## src/rtl/cpctl_pkg.sv

```systemverilog
package cpctl_pkg;
  localparam int BUS_W  = 16;
  localparam int HALF_W = BUS_W / 2;

  // control data bit positions (low byte); mask is at position + HALF_W
  localparam int B_EN   = 7;
  localparam int B_FRZ  = 6;
  localparam int B_DBG  = 5;
  localparam int B_SS   = 4;
  localparam int B_FAKE = 3;
  localparam int B_ERR  = 1;
  localparam int B_IE   = 0;

  // bits held as plain masked flops in the control register
  localparam logic [HALF_W-1:0] CTRL_FLOPS = (HALF_W'(1) << B_EN)  | (HALF_W'(1) << B_FRZ) |
                                             (HALF_W'(1) << B_DBG) | (HALF_W'(1) << B_SS)  |
                                             (HALF_W'(1) << B_FAKE)| (HALF_W'(1) << B_IE);
  localparam logic [HALF_W-1:0] TRIG_FLOPS = '1;
endpackage

```

## src/rtl/cpctl_mask_reg.sv

```systemverilog
module cpctl_mask_reg #(
  parameter int                W       = 8,
  parameter logic [W-1:0]      FLOPS   = '1
) (
  input  logic         clk_i,
  input  logic         rst_ni,
  input  logic         wr_i,
  input  logic [W-1:0] mask_i,
  input  logic [W-1:0] data_i,
  output logic [W-1:0] q_o
);
  for (genvar i = 0; i < W; i++) begin : g_bit
    if (FLOPS[i]) begin : g_flop
      logic q;
      always_ff @(posedge clk_i or negedge rst_ni) begin
        if (!rst_ni)                q <= 1'b0;
        else if (wr_i && mask_i[i]) q <= data_i[i];
      end
      assign q_o[i] = q;

      a_r2_hold: assert property (@(posedge clk_i) disable iff (!rst_ni)
        !(wr_i && mask_i[i]) |=> $stable(q_o[i]));
      a_r2_load: assert property (@(posedge clk_i) disable iff (!rst_ni)
        (wr_i && mask_i[i]) |=> (q_o[i] == $past(data_i[i])));
    end else begin : g_rsv
      logic unused_rsv;
      assign unused_rsv = mask_i[i] ^ data_i[i];
      assign q_o[i] = 1'b0;
    end
  end
endmodule

```

## src/rtl/cpctl_err_flag.sv

```systemverilog
module cpctl_err_flag (
  input  logic clk_i,
  input  logic rst_ni,
  input  logic set_i,
  input  logic clr_i,
  output logic flag_o
);
  logic flag_q;

  // set wins so an engine event is never lost
  always_ff @(posedge clk_i or negedge rst_ni) begin
    if (!rst_ni)     flag_q <= 1'b0;
    else if (set_i)  flag_q <= 1'b1;
    else if (clr_i)  flag_q <= 1'b0;
  end
  assign flag_o = flag_q;

  a_r7_set: assert property (@(posedge clk_i) disable iff (!rst_ni)
    set_i |=> flag_o);
  a_r7_hold: assert property (@(posedge clk_i) disable iff (!rst_ni)
    (!set_i && !clr_i) |=> $stable(flag_o));
  a_r7_clr: assert property (@(posedge clk_i) disable iff (!rst_ni)
    (!set_i && clr_i) |=> !flag_o);
endmodule

```

## src/rtl/cpctl_regs.sv

```systemverilog
module cpctl_regs
  import cpctl_pkg::*;
#(
  parameter int               ADDR_W    = 4,
  parameter int               N_CHAN    = 4,
  parameter logic [ADDR_W-1:0] CTRL_ADDR = 0,
  parameter logic [ADDR_W-1:0] TRIG_ADDR = 1
) (
  input  logic              clk_i,
  input  logic              rst_ni,
  input  logic [ADDR_W-1:0] addr_i,
  input  logic              we_i,
  input  logic [BUS_W-1:0]  wdata_i,
  output logic [BUS_W-1:0]  rdata_o,
  input  logic              busy_i,
  input  logic              sw_err_set_i,
  input  logic [N_CHAN-1:0] chan_irq_i,
  output logic              enable_o,
  output logic              frz_halt_o,
  output logic              dbg_o,
  output logic              sstep_o,
  output logic              fake_act_o,
  output logic              irq_en_o,
  output logic              sw_err_o,
  output logic              activity_o,
  output logic [N_CHAN-1:0] chan_irq_o,
  output logic              sw_err_irq_o,
  output logic [HALF_W-1:0] sw_req_o
);
  logic              ctrl_wr, trig_wr;
  logic [HALF_W-1:0] wmask, wdat;
  logic [HALF_W-1:0] ctrl_q, trig_q, ctrl_rd;
  logic              err_q;

  assign wmask   = wdata_i[BUS_W-1:HALF_W];
  assign wdat    = wdata_i[HALF_W-1:0];
  assign ctrl_wr = we_i && (addr_i == CTRL_ADDR);
  assign trig_wr = we_i && (addr_i == TRIG_ADDR);

  cpctl_mask_reg #(.W(HALF_W), .FLOPS(CTRL_FLOPS)) u_ctrl (
    .clk_i, .rst_ni, .wr_i(ctrl_wr), .mask_i(wmask), .data_i(wdat), .q_o(ctrl_q)
  );

  cpctl_mask_reg #(.W(HALF_W), .FLOPS(TRIG_FLOPS)) u_trig (
    .clk_i, .rst_ni, .wr_i(trig_wr), .mask_i(wmask), .data_i(wdat), .q_o(trig_q)
  );

  cpctl_err_flag u_err (
    .clk_i, .rst_ni,
    .set_i (sw_err_set_i),
    .clr_i (ctrl_wr && wmask[B_ERR] && wdat[B_ERR]),
    .flag_o(err_q)
  );

  always_comb begin
    ctrl_rd        = ctrl_q;
    ctrl_rd[B_ERR] = err_q;
  end

  always_comb begin
    rdata_o = '0;
    if (addr_i == CTRL_ADDR)      rdata_o[HALF_W-1:0] = ctrl_rd;
    else if (addr_i == TRIG_ADDR) rdata_o[HALF_W-1:0] = trig_q;
  end

  assign enable_o     = ctrl_q[B_EN];
  assign frz_halt_o   = ctrl_q[B_FRZ];
  assign dbg_o        = ctrl_q[B_DBG];
  assign sstep_o      = ctrl_q[B_SS];
  assign fake_act_o   = ctrl_q[B_FAKE];
  assign irq_en_o     = ctrl_q[B_IE];
  assign sw_err_o     = err_q;
  assign activity_o   = busy_i || ctrl_q[B_FAKE];
  assign chan_irq_o   = ctrl_q[B_IE] ? chan_irq_i : '0;
  assign sw_err_irq_o = ctrl_q[B_IE] && err_q;
  assign sw_req_o     = trig_q;

  a_r6_gate: assert property (@(posedge clk_i) disable iff (!rst_ni)
    !irq_en_o |-> (chan_irq_o == '0 && !sw_err_irq_o));
  a_r5_busy: assert property (@(posedge clk_i) disable iff (!rst_ni)
    busy_i |-> activity_o);
  a_r9_trig_only: assert property (@(posedge clk_i) disable iff (!rst_ni)
    !trig_wr |=> $stable(sw_req_o));
  a_r3_ctrl_quiet: assert property (@(posedge clk_i) disable iff (!rst_ni)
    !ctrl_wr |=> ($stable(enable_o) && $stable(irq_en_o) && $stable(dbg_o)));
endmodule

```

## config.mk

```make
export PLATFORM = sky130hd
export DESIGN_NAME = cpctl_regs
export DESIGN_NICKNAME = d
export VERILOG_FILES = /design/src/rtl/cpctl_pkg.sv /design/src/rtl/cpctl_mask_reg.sv /design/src/rtl/cpctl_err_flag.sv /design/src/rtl/cpctl_regs.sv
export SDC_FILE = /design/constraint.sdc
export NUM_CORES = 1
export LEC_CHECK = 0
export ABC_CLOCK_PERIOD_IN_PS = 1500
export BUFFER_PORTS_ARGS = -buffer_cell sky130_fd_sc_hd__buf_2
export CORE_MARGIN = 4
export CORE_UTILIZATION = 30
export CTS_BUF_LIST = sky130_fd_sc_hd__clkbuf_4 sky130_fd_sc_hd__clkbuf_8
export CTS_CLUSTER_DIAMETER = 80
export DETAILED_ROUTE_END_ITERATION = 7
export PLACE_DENSITY = 0.61
export SYNTH_ARGS = -nofsm -noshare
export SYNTH_HDL_FRONTEND = slang
export SYNTH_SLANG_ARGS = --single-unit
```

## constraint.sdc

```tcl
create_clock -name clk_i -period 1.5 [get_ports clk_i]
set_clock_uncertainty 0.15 [all_clocks]
set_input_delay 0 -clock clk_i [delete_from_list [all_inputs] [get_ports clk_i]]
set_output_delay 0 -clock clk_i [all_outputs]
set_load 0.005 [all_outputs]
```

==> qor.yml <==
hold_class: "primary input to async pin"
preCtsSetupSlack_ns: 0.233
instances_no_fill: 210
grt_pass1_wl_um: 4380
drtIter0Drc: 16
yosys_warnings: 0
cp-end-kind: "flop"
io_pins: 66
placed_area_mm2: 0.00120
violations: "hold timing"
cts_tree: "built"
avgViaCountPerCell: 4.37
period_share_pct: 98.5
wirelength_um: 2600
grt_util_all_layers_pct: 13.2
final_common_cell: "buf_2"
grt_pass1_vias: 976
crit_fanout: 3
ant_nets: 0
fp-row-count: 20
rsz0062_at_grt: "false"
status: "finished with violations"
slowest_stage: "dlygate4sd3_1"
drt-pass1-iter-count: 4
insertedDiodeCount: 0
insertion_delay_ns: 0.28
ctsRootBufferMaster: "clkbuf_4"
cts_buffer_depth: 2
antenna_found_initial: 0
crit_arrival_ns: 1.50
synth_area_um2: 970
report.power.total_mw: 1.17
wire_per_inst_um: 12.4
drc: 0
layout_common_cells: "57 x buf_2, 22 x dlygate4sd3_1, 15 x dfrtp_1, 14 x nand3_1, 8 x conb_1"
globalplace.congestion: 0.694
path_cells: "mux2_2 > dlygate4sd3_1"
ir_drop_mv: 0.415
numCtsBuffers: 3
grt.overflow.total: 0
start_util_pct: 31.5
port_buffers: 57
syn_inst: 92
whs_ns: -0.0191
clkTransAtPathRegs_ns: 0.10
power.density_mw_per_mm2: 801
setup_tns_ns: 0
grt_max_degree: 16
dr_total_vias: 918
crit_buf_inv: 1
cts_num_sinks: 15
dp.cells: 182
setup_viol: 0
die_y_um: 64.9
p_leak_nw: 0.771
final_max_slew_viol_count: 0
syn_to_final_growth_pct: 51.1
ys_seq_elements: 15
fmax_mhz: 677
timing.final.ws_setup_ns: 0.0231
avgSynthCellArea_um2: 10.5
cp.required_ns: 1.53
die_w_um: 64.9
htree_num_levels: 1
coreArea_mm2: 0.00308
design.die.area_mm2: 0.00421
num-fill-cells: 310
design_area_mm2: 0.00147
final_hold_viol_count: 15
drv_cap: 0
path_class: "flop to flop"
startpoint_type: "flop"
drive_above_1_share_pct: 47.0
synth_seq_area_share_pct: 38.7
fin_util_pct: 47.6
synth.distinct_cells: 21
layout.nets: 196
period_needed_ns: 1.48
cp_slowest_stage_delay_ns: 0.55
critPathTopFamily: "buffers and inverters"
==> layout make-up <==
cell class / instances / area [um2] / share of cell area [%]
repair buffers: 83 / 536 / 36.5
multi-input cells: 64 / 472 / 32.2
flip-flops and latches: 15 / 375 / 25.6
well taps: 44 / 55.1 / 3.76
clock buffers: 3 / 22.5 / 1.54
clock inverters: 1 / 5.00 / 0.342
==> flip-flops by register name (all words and copies together) (netlist names) <==
signal and flops:
u_trig.g_bit.g_flop.q 8, u_ctrl.g_bit.g_flop.q 6, u_err.flag_o 1
==> logic make-up (layout without fill, tap and decap cells) <==
kind of cell | Yosys count | after routing | share of synthesized area (%)
flip-flops | 15 | 15 | 38.7
AND/OR/NAND/NOR | 34 | 34 | 20.0
other | 1 | 8 | 0.387
AO/OA/AOI/OAI | 1 | 1 | 0.774
multiplexers | 21 | 21 | 24.6
buffers and inverters | 20 | 87 | 15.5
==> report_power, final <==
part / total (mW) / internal [mW] / switching, mW / leakage, nW
clock: 0.241 / 0.0990 / 0.142 / 0.0177
sequential: 0.540 / 0.478 / 0.0623 / 0.188
combinational: 0.391 / 0.244 / 0.148 / 0.566
==> path summary, 6_finish.rpt <==
check | from | to | slack (ns) | depth (start not counted)
setup / recovery | u_trig.g_bit[7].g_flop.q | u_trig.g_bit[7].g_flop.q | 0.02 | 2
hold / removal | rst_ni | u_trig.g_bit[6].g_flop.q | -0.02 | 2
setup reg to reg | u_trig.g_bit[7].g_flop.q | u_trig.g_bit[7].g_flop.q | 0.02 | 2
hold reg to reg | u_ctrl.g_bit[5].g_flop.q | u_ctrl.g_bit[5].g_flop.q | 0.38 | 1
max in group asynchronous | rst_ni | u_trig.g_bit[7].g_flop.q | 0.96 | 2
min in group clk_i | addr_i[1] | u_ctrl.g_bit[3].g_flop.q | 0.02 | 4
==> synth_stat cells <==
cell type	number	area, um2
buf_4	18	135
dfrtp_1	15	375
nand3_1	14	70.1
mux2i_1	7	70.1
nor2_1	7	26.3
mux2_1	6	67.6
and2_1	5	31.3
mux2_2	5	56.3
mux2_4	3	45.0
a21o_1	1	7.51
and2b_1	1	7.51
buf_6	1	11.3
clkbuf_1	1	3.75
conb_1	1	3.75
nand2_1	1	3.75
nand4_1	1	6.26
nor2_4	1	11.3
nor3_1	1	5.00
nor3b_4	1	18.8
or2_2	1	6.26
or3_2	1	7.51
==> per-layer routing <==
metal  vias to the layer above  track usage (%)  wire length, um
met3                         0             3.64              248
met1                       430             15.4             1080
met5                         -                0                0
met4                         0             3.17                0
li1                        441                -                -
met2                        47             23.8             1270
==> repair_timing <==
item                                    in CTS  in global routing
endpoints found under the setup margin       0                 18
endpoints found under the hold margin       30                  1
buffers inserted                             0                  2
gates resized for setup                      0                  1
hold buffers                                23                  1
Note: power is estimated with default switching activity, not from simulation.
